### src/rtl/i2c_ptr_slave.sv
module i2c_ptr_slave #(
  parameter logic [3:0] FIXED_ADDR = 4'b0100
) (
  input  logic       clk,
  input  logic       rst_n,
  input  logic       scl_i,
  input  logic       sda_i,
  output logic       sda_oe,
  input  logic [2:0] strap,
  output logic [5:0] reg_addr,
  output logic [7:0] reg_wdata,
  output logic       reg_we,
  input  logic [7:0] reg_rdata
);
  typedef enum logic [3:0] {
    S_IDLE, S_ADDR, S_AACK, S_CMD, S_CACK, S_WDAT, S_WACK, S_RDAT, S_RACK, S_IGN
  } st_t;

  st_t        st;
  logic       scl_q, sda_q;
  logic [3:0] cnt;
  logic [7:0] sh, osh;
  logic       rw, cmd_ai, ack_drv, rd_drv, mack;
  logic [5:0] ptr;

  wire rise  = !scl_q && scl_i;
  wire fall  = scl_q && !scl_i;
  wire start = scl_q && scl_i && sda_q && !sda_i;
  wire stop  = scl_q && scl_i && !sda_q && sda_i;
  wire hit   = sh[7:1] == {FIXED_ADDR, strap};

  assign sda_oe   = ack_drv | (rd_drv & ~osh[7]);
  assign reg_addr = ptr;

  always_ff @(posedge clk or negedge rst_n) begin
    if (!rst_n) begin
      st <= S_IDLE; scl_q <= 1'b1; sda_q <= 1'b1; cnt <= '0;
      sh <= '0; osh <= '0; rw <= 1'b0; cmd_ai <= 1'b0; ptr <= '0;
      ack_drv <= 1'b0; rd_drv <= 1'b0; mack <= 1'b0;
      reg_we <= 1'b0; reg_wdata <= '0;
    end else begin
      scl_q  <= scl_i;
      sda_q  <= sda_i;
      reg_we <= 1'b0;
      if (reg_we && cmd_ai) ptr <= ptr + 6'd1;
      if (start) begin
        st <= S_ADDR; cnt <= '0; ack_drv <= 1'b0; rd_drv <= 1'b0;
      end else if (stop) begin
        st <= S_IDLE; ack_drv <= 1'b0; rd_drv <= 1'b0;
      end else begin
        case (st)
          S_ADDR, S_CMD, S_WDAT: begin
            if (rise) begin
              sh  <= {sh[6:0], sda_i};
              cnt <= cnt + 4'd1;
            end else if (fall && cnt == 4'd8) begin
              if (st == S_ADDR) begin
                if (hit) begin
                  rw <= sh[0]; ack_drv <= 1'b1; st <= S_AACK;
                end else st <= S_IGN;
              end else if (st == S_CMD) begin
                cmd_ai <= sh[7]; ptr <= sh[5:0]; ack_drv <= 1'b1; st <= S_CACK;
              end else begin
                reg_we <= 1'b1; reg_wdata <= sh; ack_drv <= 1'b1; st <= S_WACK;
              end
            end
          end
          S_AACK, S_CACK, S_WACK: begin
            if (fall) begin
              ack_drv <= 1'b0;
              cnt     <= '0;
              if (st == S_AACK && rw) begin
                osh <= reg_rdata; rd_drv <= 1'b1; st <= S_RDAT;
              end else if (st == S_AACK) st <= S_CMD;
              else st <= S_WDAT;
            end
          end
          S_RDAT: begin
            if (rise) cnt <= cnt + 4'd1;
            else if (fall) begin
              if (cnt == 4'd8) begin
                rd_drv <= 1'b0;
                st     <= S_RACK;
                if (cmd_ai) ptr <= ptr + 6'd1;
              end else osh <= {osh[6:0], 1'b1};
            end
          end
          S_RACK: begin
            if (rise) mack <= !sda_i;
            else if (fall) begin
              if (mack) begin
                osh <= reg_rdata; rd_drv <= 1'b1; cnt <= '0; st <= S_RDAT;
              end else st <= S_IGN;
            end
          end
          default: ;
        endcase
      end
    end
  end
endmodule


### config.mk
export PLATFORM = sky130hd
export DESIGN_NAME = i2c_ptr_slave
export DESIGN_NICKNAME = d
export VERILOG_FILES = /design/src/rtl/i2c_ptr_slave.sv
export SDC_FILE = /design/constraint.sdc
export NUM_CORES = 1
export LEC_CHECK = 0
export ABC_AREA = 1
export CAP_MARGIN = 20
export CORE_ASPECT_RATIO = 0.5
export CORE_MARGIN = 1
export CORE_UTILIZATION = 30
export DETAILED_ROUTE_END_ITERATION = 12
export DONT_BUFFER_PORTS = 1
export HOLD_SLACK_MARGIN = 0.05
export SYNTH_ARGS = -nofsm -noshare
export SYNTH_HDL_FRONTEND = slang
export SYNTH_SLANG_ARGS = --single-unit
### constraint.sdc
create_clock -name clk -period 2.4 [get_ports clk]
set_clock_uncertainty 0.1 [all_clocks]
set_input_delay 0.48 -clock clk [delete_from_list [all_inputs] [get_ports clk]]
set_output_delay 0.48 -clock clk [all_outputs]
set_load 0.1 [all_outputs]
# Word level (Yosys, flattened, before mapping)
# Cells that the tools add are included.
[totals]
regBits = 46
inputBits = 15
out_inout_bits = 16
elab_cells = 163
[classes]
addsub = 2
eq_ne = 35
n_mux = 72
bitwise = 8
n_reduce_logical = 32
[ops]
columns = ["cell", "n"]
rows = [
  ["4-bit 2-to-1 mux", 20],
  ["6-bit 2-to-1 mux", 11],
  ["8-bit 2-to-1 mux", 8],
  ["4-bit inequality test, second input constant", 10],
  ["7-bit AND reduction", 4],
  ["1-bit 2-to-1 mux", 24],
  ["8-bit one-hot mux with 3 select lines", 1],
  ["2-bit inequality test, second input constant", 9],
  ["9-bit AND reduction", 2],
  ["4-bit by 3-bit == test with 1-bit output, second input constant", 4],
  ["4-bit one-hot mux with 4 select lines", 1],
  ["3-bit inequality test, second input constant", 4],
  ["4-bit one-hot mux with 3 select lines", 1],
  ["6-bit one-hot mux with 2 select lines", 1],
  ["11-bit AND reduction", 1],
  ["1-bit logical AND", 10],
  ["4-bit by 2-bit == test with 1-bit output, second input constant", 2],
  ["4-bit == test, second input constant", 2],
  ["4-bit AND reduction", 2],
  ["4-bit nonzero test", 2],
  ["7-bit by 6-bit == test with 1-bit output", 1],
  ["6-bit by 1-bit adder with 6-bit output, second input constant", 1],
  ["3-bit 2-to-1 mux", 2],
  ["1-bit inverter", 6],
  ["16 further kinds", 20],
]

# Depth between registers and ports, before layout
# Gate-level depths: netlist of run 1.
[logic_depth]
word_depth = 9
ltp_mapped = 12
mapped_depth_nobuf = 11

# Worst setup path after synthesis of run 1
# No wires, ideal clock.
[synth_path]
path_type = "reg-to-output"
from = "register osh[7]"
to = "output sda_oe"
arrival_ns = 2.476
required_ns = 1.820
slack_ns = -0.656
path_stages_with_launch = 2
n_path_buf = 0
path_cell_list = "dfrtp_1 o21ai_0"
[synth_between]
elab_chain_len = 3
[synth_rtl]
columns = ["element", "line_no", "text"]
rows = [
  ["start: declaration", "22", "logic [7:0] sh, osh;"],
  ["start signal: assignment", "85", "end else osh <= {osh[6:0], 1'b1};"],
  ["1-bit inverter", "32", "assign sda_oe = ack_drv | (rd_drv & ~osh[7]);"],
  ["1-bit AND", "32", ""],
  ["1-bit OR", "32", ""],
  ["end: declaration", "8", "output logic sda_oe,"],
]
# No other way between the ends.

# Worst setup path in the final report of run 1
[layout_path]
from = "register cnt[0]"
to = "register reg_wdata[7]"
[layout_between]
elab_chain_len = 3
[layout_rtl]
columns = ["element", "line_no", "text"]
rows = [
  ["start: declaration", "21", "logic [3:0] cnt;"],
  ["start signal: assignment", "55", "cnt <= cnt + 4'd1;"],
  ["start signal: assignment", "79", "if (rise) cnt <= cnt + 4'd1;"],
  ["4-bit == test", "56", "end else if (fall && cnt == 4'd8) begin"],
  ["1-bit logical AND", "56", ""],
  ["7-bit AND reduction (no line)", "n/a", ""],
  ["end signal: assignment", "40", "reg_we <= 1'b0; reg_wdata <= '0;"],
  ["end signal: assignment", "64", "reg_we <= 1'b1; reg_wdata <= sh; ack_drv <= 1'b1; st <= S_WACK;"],
  ["end: declaration", "11", "output logic [7:0] reg_wdata,"],
]
# No other way between the ends.
# A chain may end at the register's enable or synchronous reset.

==> results.json, run 1 <==
{
  "cp_cell_sequence": "inv_1, ha_1, nand2_1, nor2_2, nand2_2, inv_2, nand2_2, nor2_4, mux2i_1, inv_1",
  "core_um2": 9478,
  "synth_area_um2": 2932,
  "path_clk_slew_ps": 60,
  "cts_inserted_buffers": 5,
  "cp.required_ps": 2480,
  "area_delta_synth_final_pct": 14.55,
  "routedWlPerCell_um": 12.23,
  "synthArstFlopShare_pct": 100.0,
  "drc_errors": 0,
  "rsz0062_at_grt": "false",
  "status": "finished, final reports clean",
  "place_hpwl_um": 4922,
  "yosysSeqAreaShare_pct": 39.35,
  "slew_violations": 0,
  "syn_inst": 379,
  "gr-total-overflow": 0,
  "nets": 417,
  "die_area_um2": 10200,
  "wl_met1_um": 3362,
  "syn_avg_cell_area_um2": 7.735,
  "critPathBufInv": 3,
  "io_buffers": 0,
  "die_y_um": 71.90,
  "wirelength_um": 6543,
  "criticalPathCategory": "reg -> reg",
  "crit_fanout": 15,
  "clock_path_buffers": 2,
  "grt_max_degree": 47,
  "cap_violations": 0,
  "gp_congestion": 0.8252,
  "mostFrequentLayoutCells": "96 x nand2_1, 44 x dfrtp_1, 42 x inv_1",
  "hp-class": "in -> reg",
  "tritoncts": "yes",
  "drt-initial-drc-count": 139,
  "layout_commonest_cell": "nand2_1",
  "slowest_stage": "dfrtp_1",
  "finalCriticalPeriod_ps": 1939,
  "die_w_um": 141.8,
  "start_util_pct": 30.93,
  "startpoint_type": "register",
  "synthDistinctLibCells": 35,
  "ys.warnings.count": 0,
  "postCtsSetupBuffers": 0,
  "cts.sinks": 46,
  "critPathTopFamily": "simple AND/OR/NAND/NOR gates",
  "drtAntennaViolNets": 0,
  "n_antenna_cell": 0,
  "synth_edf_count": 0,
  "grtUsageTotal_pct": 13.69,
  "finalHoldViolCount": 0,
  "fin_setup_tns_ps": 0,
  "cellPowerDensity_nw_per_um2": 1131,
  "dr.pass1.iters": 4,
  "grt_pass1_vias": 2220,
  "io_pins": 31,
  "critPathCaptureType": "register",
  "root_buffer": "clkbuf_16",
  "vias_per_cell": 4.505,
  "synth_nets": 397,
  "vdd_drop_max_v": 0.0003720,
  "met2WireLength_um": 2747,
  "max-slew-margin-rel_pct": 69.51,
  "maxUsedRoutingLayer": "met4",
  "max_freq_mhz": 515.7,
  "antenna_found_initial": 0,
  "wl_met3_um": 313,
  "leakage_nw": 1.695,
  "crit_arrival_ps": 2020,
  "grt_pass1_wl_um": 10920,
  "utilization_pct": 35.43,
  "ys.flop_type": "dfrtp_1",
  "clock_latency_ps": 290,
  "ys_seq_elements": 46,
  "htreeDepth": 2,
  "drive_above_1_share_pct": 20.25,
  "via_count": 2410,
  "core.rowCount": 25,
  "finalCritPeriodShare_pct": 80.79,
  "critPathMaxStageDelay_ps": 420,
  "worstMarginPinSlew_ps": 457.4,
  "finalSetupViolations": 0
}
[worst paths after layout]
path / cells past startpoint / end / from / slack (ps)
max: 10 / reg_wdata[7] / cnt[0] / 460
min: 0 / scl_q / scl_i / 90
max reg2reg: 10 / reg_wdata[7] / cnt[0] / 460
min reg2reg: 2 / osh[6] / osh[6] / 380
max in group asynchronous: 2 / sda_q / rst_n / 1310
min in group asynchronous: 2 / reg_addr[2] / rst_n / 610
[synth_stat cells, types with 2 or more instances]
cell	count	share of area (%)
dfstp_2	2	1.8
nor2_4	5	1.9
o21bai_1	2	0.51
nor2_2	7	1.5
buf_2	2	0.34
mux2i_1	9	3.1
ha_1	3	1.3
o21ai_1	8	1.4
inv_1	42	5.4
a21oi_1	7	1.2
xor2_1	3	0.90
nor2_1	33	4.2
nand4_1	2	0.43
dfrtp_1	44	38
xnor2_1	2	0.60
o21ai_2	11	3.3
nand3_1	25	4.3
o211ai_1	8	2.0
inv_2	9	1.2
buf_6	5	1.9
nand2_4	4	1.5
nor3_1	2	0.34
nor3_2	2	0.68
nand4_4	2	1.5
o21ai_0	28	4.8
nand2_2	8	1.7
nand2_1	96	12
[worst register-to-register path, delay by kind of cell, from the launching register on]
family	cells	cell delay, ps
buffers and inverters	3	220
adders and majority gates	1	160
muxes	1	230
and+or+nand+nor	5	700
DFF	1	420
[kinds of logic (layout without fill, tap and decap cells)]
| family | Yosys count | count (layout) | synth area share (%) |
|---|---|---|---|
| and+or+nand+nor | 189 | 189 | 31.16 |
| muxes | 9 | 9 | 3.073 |
| xor gates and xnor gates | 5 | 5 | 1.494 |
| buffers and inverters | 59 | 80 | 9.048 |
| AOI/OAI and AO/OA | 68 | 68 | 14.60 |
| adders and majority gates | 3 | 3 | 1.281 |
| DFF | 46 | 46 | 39.35 |
[state kept, by name, indices dropped and copies added, names as in the netlist, 4 cells and up]
name	count
reg_wdata	8
reg_addr	6
cnt	4
osh	8
sh	8
st	4
[stage by stage]
step / power (mW) / hold slack (ps) / std cells / cell area, um2 / setup slack [ps]
after floorplan: 2.750 / 84.41 / 379 / 2932 / 101.2
after global placement: 3.069 / 86.94 / 525 / 3173 / 510.4
after detailed placement: 3.086 / 86.70 / 525 / 3173 / 462.1
after CTS: 3.827 / 77.21 / 535 / 3358 / 461.5
after global routing: 4.078 / 71.05 / 535 / 3358 / 286.4
final: 3.798 / 85.43 / 535 / 3358 / 460.9
[area by class of cell]
type,count,area [um2]
Clock inverter,1,5.005
Inverter,51,191.4
Tap cell,135,168.9
Sequential cell,46,1154
Clock buffer,7,142.6
Multi-Input combinational cell,274,1516
Timing Repair Buffer,21,180.2
Fill cell,1008,6120
[repair_timing]
action                                 CTS  global route
setup endpoints to repair                0             0
endpoints found under the hold margin   46             0
resized for setup                        0             0
hold buffers                             2             0
[layer usage]
layer  vias to the layer above  GRT usage, %
met5                         -             0
met4                         0         5.376
met3                        10         3.234
met2                        46         20.74
met1                      1094         18.99
li1                       1260             -
[where the power goes]
group	switching, mW	leakage (nW)	total, mW	internal (mW)
registers	0.242	0.601	1.23	0.988
logic	1.30	1.02	1.86	0.566
clock network	0.292	0.0739	0.705	0.413
(Power assumes the default switching activity.)
==> run 2, diff against run 1 <==
Clock period 2.4 ns to 1.6 ns, I/O delays scaled along.
==> results.json, run 2 (synthesized netlist as in run 1, its figures left out) <==
{
  "violations": "setup timing",
  "crit_fanout": 5,
  "tritoncts": "yes",
  "drtAntennaViolNets": 0,
  "start_util_pct": 30.93,
  "total_power_mw": 7.628,
  "register_area_um2": 1179,
  "area_delta_synth_final_pct": 55.74,
  "grt_max_degree": 47,
  "slew_violations": 0,
  "fin_ws_ps": -201.7,
  "core.rowCount": 25,
  "leakage_nw": 2.223,
  "drc_errors": 0,
  "finalInstanceArea_um2": 4566,
  "grtUsageTotal_pct": 16.24,
  "vdd_drop_max_v": 0.0006563,
  "root_buffer": "clkbuf_16",
  "gp_congestion": 0.8363,
  "place_hpwl_um": 5572,
  "max_freq_mhz": 555.0,
  "fill_cells": 851,
  "rsz0062_at_grt": "true",
  "hp-class": "in -> reg",
  "die_w_um": 141.8,
  "drt-initial-drc-count": 121,
  "finalCriticalPeriod_ps": 1802,
  "grt_pass1_vias": 2690,
  "n_antenna_cell": 0,
  "wl_met3_um": 250,
  "cap_violations": 0,
  "startpoint_type": "register",
  "place_area_um2": 3681,
  "nets": 497,
  "cts_inserted_buffers": 5,
  "multi_input_area_um2": 1888,
  "vias_per_cell": 4.545,
  "die_area_um2": 10200,
  "path_clk_slew_ps": 60,
  "worstMarginPinSlew_ps": 328.8,
  "io_pins": 31,
  "critPathCaptureType": "register",
  "gr-total-overflow": 0,
  "finalCritPeriodShare_pct": 112.6,
  "criticalPathCategory": "reg -> reg",
  "die_y_um": 71.90,
  "reg_top3": "osh x8, reg_wdata x8, sh x8",
  "finalSetupViolations": 34,
  "cellPowerDensity_nw_per_um2": 1671,
  "core_um2": 9478,
  "layout_commonest_cell": "nand2_1",
  "clock_latency_ps": 290,
  "routedWlPerCell_um": 13.47,
  "via_count": 2795,
  "met2WireLength_um": 4035,
  "maxUsedRoutingLayer": "met4",
  "dr.pass1.iters": 4,
  "cp.required_ps": 1710,
  "htreeDepth": 2,
  "wirelength_um": 8284,
  "clock_path_buffers": 2,
  "max-slew-margin-rel_pct": 77.85,
  "mostFrequentLayoutCells": "72 x nand2_1, 69 x buf_4, 35 x inv_1",
  "grt_pass1_wl_um": 13060,
  "crit_arrival_ps": 1910,
  "finalHoldViolCount": 0,
  "status": "finished with violations",
  "drive_above_1_share_pct": 48.13,
  "cts.sinks": 46,
  "wl_met1_um": 3911,
  "io_buffers": 0,
  "antenna_found_initial": 0
}
## run 2: path summary, 6_finish.rpt
kind                          endpoint  slack (ps)  cells after the start    startpoint
setup / recovery               ack_drv        -200                      9         st[2]
hold / removal                  osh[0]         120                      2  reg_rdata[0]
setup reg to reg               ack_drv        -200                      9         st[2]
hold reg to reg                 rd_drv         400                      2        rd_drv
max in group asynchronous        sda_q         670                      2         rst_n
min in group asynchronous  reg_addr[5]         440                      2         rst_n
## run 2: area by class of cell
type | count | share of cell area [%]
Tap cell | 135 | 3.700
Sequential cell | 46 | 25.82
Inverter | 51 | 4.412
Clock buffer | 7 | 2.905
Timing Repair Buffer | 100 | 21.16
Clock inverter | 1 | 0.6577
Multi-Input combinational cell | 275 | 41.35
## run 2: stage by stage
step	setup slack [ps]	instances	hold slack, ps	setup TNS, ps	utilization [%]
floorplan	-105.5	379	-75.59	-989.5	-
global placement	-197.7	575	-74.14	-3973	38.84
detailed placement	-194.9	575	-74.51	-4639	38.84
CTS	-171.3	599	117.1	-3257	44.45
global route	-267.0	615	134.8	-7012	48.17
finish	-201.7	615	119.8	-3665	48.17
## run 2: critical path, stage by stage (launching register included)
cell and delay, ps:
dfrtp_2 430, buf_6 140, o21ai_4 70, nor2_4 200
nand2_1 100, nor2_1 260, nor2_4 80, buf_4 140
o21a_1 100, a21oi_2 110
## run 2: routing by layer
metal | vias to the layer above | GRT usage, %
met4 | 0 | 3.226
met5 | - | 0
met3 | 9 | 3.762
met2 | 41 | 27.15
met1 | 1320 | 21.76
li1 | 1425 | -
## run 2: timing repair
item	4_1_cts	5_1_grt
cloned	2	1
endpoints found under the setup margin	42	43
hold endpoints to repair	48	0
hold buffers	4	0
buffers inserted	10	16
pin swaps	15	27
resized for setup	58	76
## run 2: power breakdown
part	switching [mW]	total, mW	internal [mW]
registers	0.363	1.88	1.52
clock network	0.431	1.17	0.739
logic	2.68	4.57	1.90
total	3.47	7.63	4.16
